<file path="config.mk">
export PLATFORM = sky130hd
export DESIGN_NAME = mdio_cmd_ctrl
export DESIGN_NICKNAME = d
export VERILOG_FILES = /design/src/rtl/mdio_pkg.sv /design/src/rtl/mdio_clkgen.sv /design/src/rtl/mdio_frame_shifter.sv /design/src/rtl/mdio_cmd_regs.sv /design/src/rtl/mdio_cmd_ctrl.sv
export SDC_FILE = /design/constraint.sdc
export NUM_CORES = 1
export LEC_CHECK = 0
export BUFFER_PORTS_ARGS = -buffer_cell sky130_fd_sc_hd__buf_2
export CAP_MARGIN = 20
export CORE_MARGIN = 2
export CORE_UTILIZATION = 45
export CTS_CLUSTER_SIZE = 14
export DETAILED_ROUTE_END_ITERATION = 6
export PLACE_DENSITY = 0.66
export SETUP_SLACK_MARGIN = 0.15
export SYNTH_ARGS = -nofsm -noshare
export SYNTH_HDL_FRONTEND = slang
export SYNTH_SLANG_ARGS = --single-unit
</file>
<file path="constraint.sdc">
create_clock -name clk -period 2.9 [get_ports clk]
set_clock_uncertainty 0.15 [all_clocks]
set_input_delay 0.435 -clock clk [delete_from_list [all_inputs] [get_ports clk]]
set_output_delay 0.435 -clock clk [all_outputs]
set_load 0.03 [all_outputs]
</file>
<file path="src/rtl/mdio_pkg.sv">
package mdio_pkg;

    localparam int FRAME_LEN = 64;
    localparam int TA_IDX    = 46;
    localparam int DATA_IDX  = 48;

    localparam int BIT_BUSY  = 5;
    localparam int BIT_WR    = 13;
    localparam int BIT_RD    = 14;
    localparam int BIT_DONE  = 15;

    // Encoding doubles as the frame opcode.
    typedef enum logic [1:0] {
        OP_NONE  = 2'b00,
        OP_WRITE = 2'b01,
        OP_READ  = 2'b10
    } mdio_op_e;

    typedef struct packed {
        mdio_op_e    op;
        logic [4:0]  phy;
        logic [4:0]  regad;
        logic [15:0] wdata;
    } mdio_cmd_t;

    function automatic mdio_cmd_t decode_cmd(input logic [31:0] w);
        mdio_cmd_t c;
        if (w[BIT_WR])      c.op = OP_WRITE;   // write wins when both set
        else if (w[BIT_RD]) c.op = OP_READ;
        else                c.op = OP_NONE;
        c.phy   = w[4:0];
        c.regad = w[12:8];
        c.wdata = w[31:16];
        return c;
    endfunction

    function automatic logic [FRAME_LEN-1:0] build_frame(input mdio_cmd_t c);
        logic [1:0]  ta;
        logic [15:0] dat;
        ta  = (c.op == OP_WRITE) ? 2'b10 : 2'b11;
        dat = (c.op == OP_WRITE) ? c.wdata : 16'hFFFF;
        return {32'hFFFF_FFFF, 2'b01, c.op, c.phy, c.regad, ta, dat};
    endfunction

endpackage

</file>
<file path="src/rtl/mdio_clkgen.sv">
module mdio_clkgen #(
    parameter int CLK_DIV = 4
) (
    input  logic clk,
    input  logic rst,
    input  logic en,
    output logic mdc,
    output logic rise_stb,
    output logic fall_stb
);
    localparam int CW = (CLK_DIV > 1) ? $clog2(CLK_DIV) : 1;

    logic [CW-1:0] cnt;
    logic          term;

    assign term     = (cnt == CW'(CLK_DIV - 1));
    assign rise_stb = en && term && !mdc;
    assign fall_stb = en && term &&  mdc;

    always_ff @(posedge clk) begin
        if (rst || !en) begin
            cnt <= '0;
            mdc <= 1'b0;
        end else if (term) begin
            cnt <= '0;
            mdc <= ~mdc;
        end else begin
            cnt <= cnt + 1'b1;
        end
    end

    // MDC only changes at the end of a half period
    assert_mdc_hold_R9: assert property (@(posedge clk) disable iff (rst)
        (en && !term) |=> (mdc == $past(mdc)))
        else $error("MDC toggled mid half-period");

endmodule

</file>
<file path="src/rtl/mdio_frame_shifter.sv">
module mdio_frame_shifter
    import mdio_pkg::*;
(
    input  logic        clk,
    input  logic        rst,
    input  logic        start,
    input  mdio_cmd_t   cmd,
    input  logic        rise_stb,
    input  logic        fall_stb,
    input  logic        mdio_in,
    output logic        running,
    output logic        done_pulse,
    output logic        mdio_out,
    output logic        mdio_oe,
    output logic [15:0] rd_data
);
    logic [FRAME_LEN-1:0] frame;
    logic [5:0]           idx;
    mdio_op_e             op_q;
    logic                 last_bit;

    assign last_bit   = (idx == 6'(FRAME_LEN - 1));
    assign done_pulse = running && fall_stb && last_bit;
    assign mdio_out   = running ? frame[FRAME_LEN-1] : 1'b0;
    assign mdio_oe    = running && !(op_q == OP_READ && idx >= 6'(TA_IDX));

    always_ff @(posedge clk) begin
        if (rst) begin
            running <= 1'b0;
            idx     <= '0;
            frame   <= '0;
            op_q    <= OP_NONE;
            rd_data <= '0;
        end else if (start && !running) begin
            running <= 1'b1;
            idx     <= '0;
            frame   <= build_frame(cmd);
            op_q    <= cmd.op;
        end else if (running) begin
            if (rise_stb && op_q == OP_READ && idx >= 6'(DATA_IDX))
                rd_data <= {rd_data[14:0], mdio_in};
            if (fall_stb) begin
                if (last_bit) begin
                    running <= 1'b0;
                end else begin
                    idx   <= idx + 1'b1;
                    frame <= {frame[FRAME_LEN-2:0], 1'b0};
                end
            end
        end
    end

    // the frame end returns the block to idle
    assert_done_idle_R6: assert property (@(posedge clk) disable iff (rst)
        done_pulse |=> !running)
        else $error("still running after frame end");

endmodule

</file>
<file path="src/rtl/mdio_cmd_regs.sv">
module mdio_cmd_regs
    import mdio_pkg::*;
(
    input  logic        clk,
    input  logic        rst,
    input  logic        wr,
    input  logic [31:0] wdata,
    input  logic        busy,
    input  logic        done_pulse,
    input  logic [15:0] rd_data,
    output logic        start,
    output mdio_cmd_t   cmd,
    output logic [31:0] rdata
);
    logic [4:0]  phy_q;
    logic [4:0]  reg_q;
    logic [15:0] data_q;
    mdio_op_e    op_q;
    logic        done_q;
    logic        unused_bits;

    assign unused_bits = ^wdata[7:5];
    assign cmd   = decode_cmd(wdata);
    assign start = wr && !busy && (cmd.op != OP_NONE);

    assign rdata = {data_q, done_q, op_q == OP_READ, op_q == OP_WRITE,
                    reg_q, 2'b00, busy, phy_q};

    always_ff @(posedge clk) begin
        if (rst) begin
            phy_q  <= '0;
            reg_q  <= '0;
            data_q <= '0;
            op_q   <= OP_NONE;
            done_q <= 1'b0;
        end else if (done_pulse) begin
            done_q <= 1'b1;
            op_q   <= OP_NONE;
            if (op_q == OP_READ) data_q <= rd_data;
        end else if (wr && !busy) begin
            if (wdata[BIT_DONE]) done_q <= 1'b0;
            if (start) begin
                done_q <= 1'b0;
                phy_q  <= cmd.phy;
                reg_q  <= cmd.regad;
                op_q   <= cmd.op;
                if (cmd.op == OP_WRITE) data_q <= cmd.wdata;
            end
        end
    end

    // the flag survives every cycle without a host write
    assert_done_sticky_R5: assert property (@(posedge clk) disable iff (rst)
        (done_q && !wr) |=> done_q)
        else $error("completion flag dropped");

    // stored fields frozen while busy
    assert_ignore_busy_R7: assert property (@(posedge clk) disable iff (rst)
        busy |=> ($stable(phy_q) && $stable(reg_q)))
        else $error("fields changed while busy");

    // both operation bits give a write
    assert_both_write_R8: assert property (@(posedge clk) disable iff (rst)
        (start && wdata[BIT_WR] && wdata[BIT_RD]) |=> (op_q == OP_WRITE))
        else $error("dual-op word not a write");

endmodule

</file>
<file path="src/rtl/mdio_cmd_ctrl.sv">
module mdio_cmd_ctrl
    import mdio_pkg::*;
#(
    parameter int CLK_DIV = 4
) (
    input  logic        clk,
    input  logic        rst,
    input  logic        reg_wr,
    input  logic [31:0] reg_wdata,
    output logic [31:0] reg_rdata,
    output logic        mdc,
    output logic        mdio_out,
    output logic        mdio_oe,
    input  logic        mdio_in
);
    logic        busy;
    logic        start;
    logic        done_pulse;
    logic        rise_stb;
    logic        fall_stb;
    logic [15:0] rd_data;
    mdio_cmd_t   cmd;

    mdio_cmd_regs u_regs (
        .clk        (clk),
        .rst        (rst),
        .wr         (reg_wr),
        .wdata      (reg_wdata),
        .busy       (busy),
        .done_pulse (done_pulse),
        .rd_data    (rd_data),
        .start      (start),
        .cmd        (cmd),
        .rdata      (reg_rdata)
    );

    mdio_clkgen #(.CLK_DIV(CLK_DIV)) u_clk (
        .clk      (clk),
        .rst      (rst),
        .en       (busy),
        .mdc      (mdc),
        .rise_stb (rise_stb),
        .fall_stb (fall_stb)
    );

    mdio_frame_shifter u_shift (
        .clk        (clk),
        .rst        (rst),
        .start      (start),
        .cmd        (cmd),
        .rise_stb   (rise_stb),
        .fall_stb   (fall_stb),
        .mdio_in    (mdio_in),
        .running    (busy),
        .done_pulse (done_pulse),
        .mdio_out   (mdio_out),
        .mdio_oe    (mdio_oe),
        .rd_data    (rd_data)
    );

    // MDC parked low whenever the block is idle
    assert_mdc_idle_R9: assert property (@(posedge clk) disable iff (rst)
        !busy |-> !mdc)
        else $error("MDC active while idle");

    // the line is only driven while a frame runs
    assert_oe_busy_R3: assert property (@(posedge clk) disable iff (rst)
        mdio_oe |-> reg_rdata[BIT_BUSY])
        else $error("MDIO driven while idle");

endmodule

</file>
Word level (Yosys, flattened, before mapping) --
Index checks and enable logic that the tools add are counted.
Storage, ports and cells: input port bits 36, register bits after elaboration 121, output and inout bits 35, word-level logic and storage cells 84
Operators by class: add/sub/neg operators 2, $lt $le $gt $ge 2, equality and inequality tests 8, muxes and demuxes 22, bitwise logic cells 4, reductions and logical operators 33
Operators with widths (count):
- 2-to-1 mux 64 bit | 4
- 2-to-1 mux 16 bit | 6
- greater-or-equal comparator 6 bit, second input constant | 2
- logical AND 1 bit | 12
- AND reduction 3 bit | 4
- nonzero test 2 bit | 6
- 2-to-1 mux 1 bit | 10
- adder 6 x 1 -> 6 bit, second input constant | 1
- equality test 2 bit, second input constant | 3
- equality test 6 bit, second input constant | 1
- OR reduction 2 bit | 3
- equality test 2 x 1 -> 1 bit, second input constant | 2
- 2-to-1 mux 2 bit | 2
- != test 2 bit, second input constant | 2
- inverter 1 bit | 4
- AND reduction 2 bit | 2
- AND reduction 4 bit | 1
- logical NOT 1 bit | 3
- nonzero test 3 bit | 1
- adder 2 x 1 -> 2 bit, second input constant | 1
- logical OR 1 bit | 1

Logic depth before layout (Yosys ltp) --
word-level depth 7, depth in mapped cells 8, gate-level depth less buffers 5

Modules after synthesis --
A second synthesis with hierarchy kept.
Unflattened totals: cells, all modules 593, area, all modules 5429.0 um^2
By module, submodules not included:
- mdio_frame_shifter | seq. area each 1781.7 um^2, instances 1, cells an instance 410, area an instance 3664.8 um^2
- mdio_cmd_regs | seq. area each 580.6 um^2, instances 1, cells an instance 171, area an instance 1646.6 um^2
- mdio_clkgen | seq. area each 60.1 um^2, instances 1, cells an instance 12, area an instance 117.6 um^2

Least setup slack after synthesis --
OpenSTA, ideal clock, no wires.
path type register to register, from register u_clk.cnt[0], to register u_shift.rd_data[6], setup slack 1.164 ns, buffers on the path 1, library setup time 0.128 ns, stages on the path, launching flop included 7, period minus slack after synthesis 1.736 ns, arrival time 1.459 ns, required time 2.622 ns, cells stage by stage dfxtp_1 ha_1 nand3_1 nor3_4 buf_6 mux2i_1 nor2_1
Between the ends: longest elaborated chain between the ends 6
Ends and longest elaborated chain:
- start: declaration | RTL line mdio_clkgen.sv:13 | logic [CW-1:0] cnt;
- start signal: assignment | RTL line mdio_clkgen.sv:28 | cnt <= cnt + 1'b1;
- equality test 2 bit | RTL line mdio_clkgen.sv:16 | assign term = (cnt == CW'(CLK_DIV - 1));
- logical AND 1 bit (2 in series) | RTL line mdio_clkgen.sv:17 | assign rise_stb = en && term && !mdc;
- logical AND 1 bit (2 in series) | RTL line mdio_frame_shifter.sv:40 | if (rise_stb && op_q == OP_READ && idx >= 6'(DATA_IDX))
- AND reduction 3 bit (no line)
- end signal: assignment | RTL line mdio_frame_shifter.sv:41 | rd_data <= {rd_data[14:0], mdio_in};
- end: declaration | RTL line mdio_frame_shifter.sv:15 | output logic [15:0] rd_data
No other way between the ends. A chain may end at the register's enable or synchronous reset.

Worst setup path after layout --
from register u_shift.running, to register u_regs.data_q[15]
Between the ends: longest elaborated chain between the ends 6, elaborated cells between the ends (all ways) 13, classes of those cells eq/ne: 1; mux: 1; reduce/logical: 11
Ends and longest elaborated chain:
- start: declaration | RTL line mdio_frame_shifter.sv:11 | output logic running,
- start signal: assignment | RTL line mdio_frame_shifter.sv:29 | running <= 1'b0;
- start signal: assignment | RTL line mdio_frame_shifter.sv:35 | running <= 1'b1;
- start signal: assignment | RTL line mdio_frame_shifter.sv:44 | running <= 1'b0;
- logical AND 1 bit (2 in series) | RTL line mdio_clkgen.sv:18 | assign fall_stb = en && term && mdc;
- logical AND 1 bit (2 in series) | RTL line mdio_frame_shifter.sv:23 | assign done_pulse = running && fall_stb && last_bit;
- != test 2 bit (no line) or nonzero test 2 bit (tied branches)
- AND reduction 4 bit (no line)
- end signal: assignment | RTL line mdio_cmd_regs.sv:39 | if (op_q == OP_READ) data_q <= rd_data;
- end signal: assignment | RTL line mdio_cmd_regs.sv:47 | if (cmd.op == OP_WRITE) data_q <= cmd.wdata;
- end: declaration | RTL line mdio_cmd_regs.sv:17 | logic [15:0] data_q;
Several ways; a longest one is shown, not always the timed one.

==> impl_metrics.ini <==
[critical_path]
worst_r2r_endpoint = u_regs.data_q[15]$_SDFFE_PP0P_
cp_slowest_cell = nand2_1
cp-start-kind = flip-flop
cp_max_fo = 26
critPathArrivalTime_ns = 2.38
cp_cell_sequence = nor2b_1 -> buf_4 -> nand2_1 -> a211oi_1 -> a211oi_2
r2r_slack_ns = 0.65
worstReg2RegStart = u_shift.running$_SDFF_PP0_
critPathTopFamily = simple AND/OR/NAND/NOR gates
required_ns = 3.02
r2r.worst_path.cells = 5
critPathMaxStageDelay_ns = 0.51
critPathKind = reg2reg
critical_path_buf_inv_count = 1
cp-end-kind = flip-flop

[sta]
fmax_mhz = 444
slew_headroom = 0.487
layout_min_cycle_time_ns = 2.25
final.setup.tns_ns = 0
worstMarginPinSlew_ns = 0.768
setup_viol = 0
finalCritPeriodShare = 0.777
slew_violations = 0
whs_ns = 0.121
hold_viol = 0
rsz0062_at_grt = no
layout_setup_ws_ns = 0.646

[grt]
track_usage = 0.192
grt_pass1_wl_um = 19600
top_usage_layer = met2
antenna_found_initial = 0
grt.met1_usage = 0.245
grt_overflow_total = 0
met3_usage = 0.0498
grt_max_degree = 66
first_global_vias = 4230
grtUsageMet2 = 0.312

[layout]
layout.nets = 657
stdcell_count = 772
drive_gt1_frac = 0.214
n_antenna_cell = 0
area_growth_pct = 18.7
layout_commonest_cell = dfxtp_1
fill_cells = 994
final_cell_mix = 121 x dfxtp_1, 64 x buf_2, 62 x nor3_1, 59 x nand2_1, 53 x nor2_1

[detailed_routing]
drcViolationCount = 0
dr.pass1.iters = 4
post_drt_wl_per_cell_um = 14.9
via_per_inst = 5.61
vias = 4332
routed_wl_um = 11500
antenna_left = 0
drt_iter0_drc = 337

[worst_hold_path]
hold_path_end = u_shift.rd_data[0]$_SDFFE_PP0P_
hp-start = mdio_in
hold_depth = 3
worstHoldPathType = in2reg

[clock_network]
path_clk_slew_ns = 0.06
postCtsSetupBuffers = 0
cts_resized = 0
cts_made_buffers = 17
cts_tree = built
clock_latency_ns = 0.41
clock-sinks = 121
clock_path_buffers = 2
clockRootBuffer = clkbuf_16
h-tree-depth = 4
cts_hold_buf = 0

[place]
io_buffers = 65
dp_cells = 739
dpl_worst_slack_ns = 0.573
gp_congestion = 0.820
dp_hpwl_um = 6870

[floorplan]
ios = 71
start_util = 0.467
fp.dieW_um = 111
die_area_mm2 = 0.0123
die_y_um = 111
core_area_mm2 = 0.0110
rows = 38

[yosys]
async_flop_share = 0
synth_edf_count = 0
avgSynthCellArea_um2 = 8.85
synthCells = 579
syn_area_mm2 = 0.00512
synth.distinct_cells = 41
synth_ff_type = dfxtp_1
synth-seq-cells = 121
yosysWarnings = 0
ys_seq_area_frac = 0.473

[pwr]
ir_worst_vdd_mv = 0.547
netSwitchingFraction = 0.237
p_int_mw = 3.31
pwr-share-seq = 0.417
power_density_mw_per_mm2 = 714
switching_power_mw = 1.03
p_comb_frac = 0.085
p_leak_nw = 2.39
power_frac_clock = 0.498

[run]
cap_violations = 0

[status]
outcome = finished clean
-- worst max-delay path by stage --
| stage | from | depth (start not counted) | end |
|---|---|---|---|
| global placement | reg_wr | 6 | u_regs.data_q[5]$_SDFFE_PP0P_ |
| CTS | u_shift.running$_SDFF_PP0_ | 5 | u_regs.data_q[15]$_SDFFE_PP0P_ |
| global route | u_shift.running$_SDFF_PP0_ | 5 | u_regs.data_q[0]$_SDFFE_PP0P_ |
| detailed placement | reg_wr | 6 | u_regs.data_q[15]$_SDFFE_PP0P_ |
| finish | u_shift.running$_SDFF_PP0_ | 5 | u_regs.data_q[15]$_SDFFE_PP0P_ |
| floorplan | u_clk.cnt[0]$_SDFF_PP0_ | 6 | u_shift.rd_data[6]$_SDFFE_PP0P_ |
-- metal layers --
layer | part of all wire | wire length, um | vias up
met2 | 0.48 | 5530 | 97
met3 | 0.037 | 425 | 12
met1 | 0.47 | 5370 | 2091
li1 | - | - | 2132
met5 | 0 | 0 | -
met4 | 0.013 | 151 | 0
-- kinds of logic after synthesis --
family,count (synthesis),share of synthesized area
XOR/XNOR,4,0.00684
other,1,0.000732
buffers and inverters,59,0.0654
adder cells (fa/ha/maj),2,0.00488
AO/OA/AOI/OAI,114,0.156
multiplexers,33,0.0645
AND/OR/NAND/NOR,245,0.229
flip-flops,121,0.473
-- cells in the mapped netlist (4+ instances only) --
| cell | n | area, um2 |
|---|---|---|
| dfxtp_1 | 121 | 2420 |
| a211oi_1 | 13 | 97.6 |
| nor3_1 | 62 | 310 |
| a31oi_1 | 27 | 169 |
| buf_4 | 17 | 128 |
| o21ai_0 | 15 | 75.1 |
| a211oi_2 | 19 | 238 |
| a21oi_1 | 32 | 160 |
| nor2b_1 | 4 | 25.0 |
| mux2i_1 | 33 | 330 |
| and3_1 | 20 | 125 |
| buf_6 | 4 | 45.0 |
| nand3_1 | 30 | 150 |
| nand2_1 | 59 | 221 |
| buf_2 | 15 | 75.1 |
| clkbuf_1 | 19 | 71.3 |
| nor2_1 | 53 | 199 |
-- layout make-up --
type                       instances  area [um2]  area share
clock inverter                    11         144      0.0237
sequential                       121        2420       0.398
timing repair buffer              76         460      0.0757
clock buffer                      21         470      0.0773
tap                              140         175      0.0288
inverter                           3        11.3     0.00185
multi-input combinational        400        2400       0.394
-- power groups by stage --
stage	Sequential (mW)	Clock (mW)	Combinational, mW
2_1_floorplan	1.87	0	0.244
3_3_place_gp	1.84	0	0.354
3_5_place_dp	1.85	0	0.363
4_1_cts	1.81	2.20	0.366
5_1_grt	1.82	2.27	0.408
6_report	1.81	2.16	0.367
-- through the flow --
step                instance area [um2]  utilization  power [mW]
floorplan                          5130            -        2.11
finish                             6080        0.554        4.34
global placement                   5450        0.496        2.19
global route                       6080        0.554        4.50
CTS                                6060        0.552        4.38
detailed placement                 5450        0.496        2.21
-- sequential cells by signal (all words and copies together) (netlist names) --
name / flops
u_shift.frame: 64
u_regs.data_q: 16
u_shift.rd_data: 16
u_shift.idx: 6
u_regs.phy_q: 5
u_regs.reg_q: 5
u_clk.cnt: 2
u_regs.op_q: 2
u_shift.op_q: 2
u_clk.mdc: 1
u_regs.done_q: 1
u_shift.running: 1
-- tightest hold or removal path: cells and delay by family --
kind,cells,cell delay (ns)
muxes,1,0.06
buffers and inverters,1,0.08
and+or+nand+nor,1,0.07
Power figures use the tool's default switching activity.
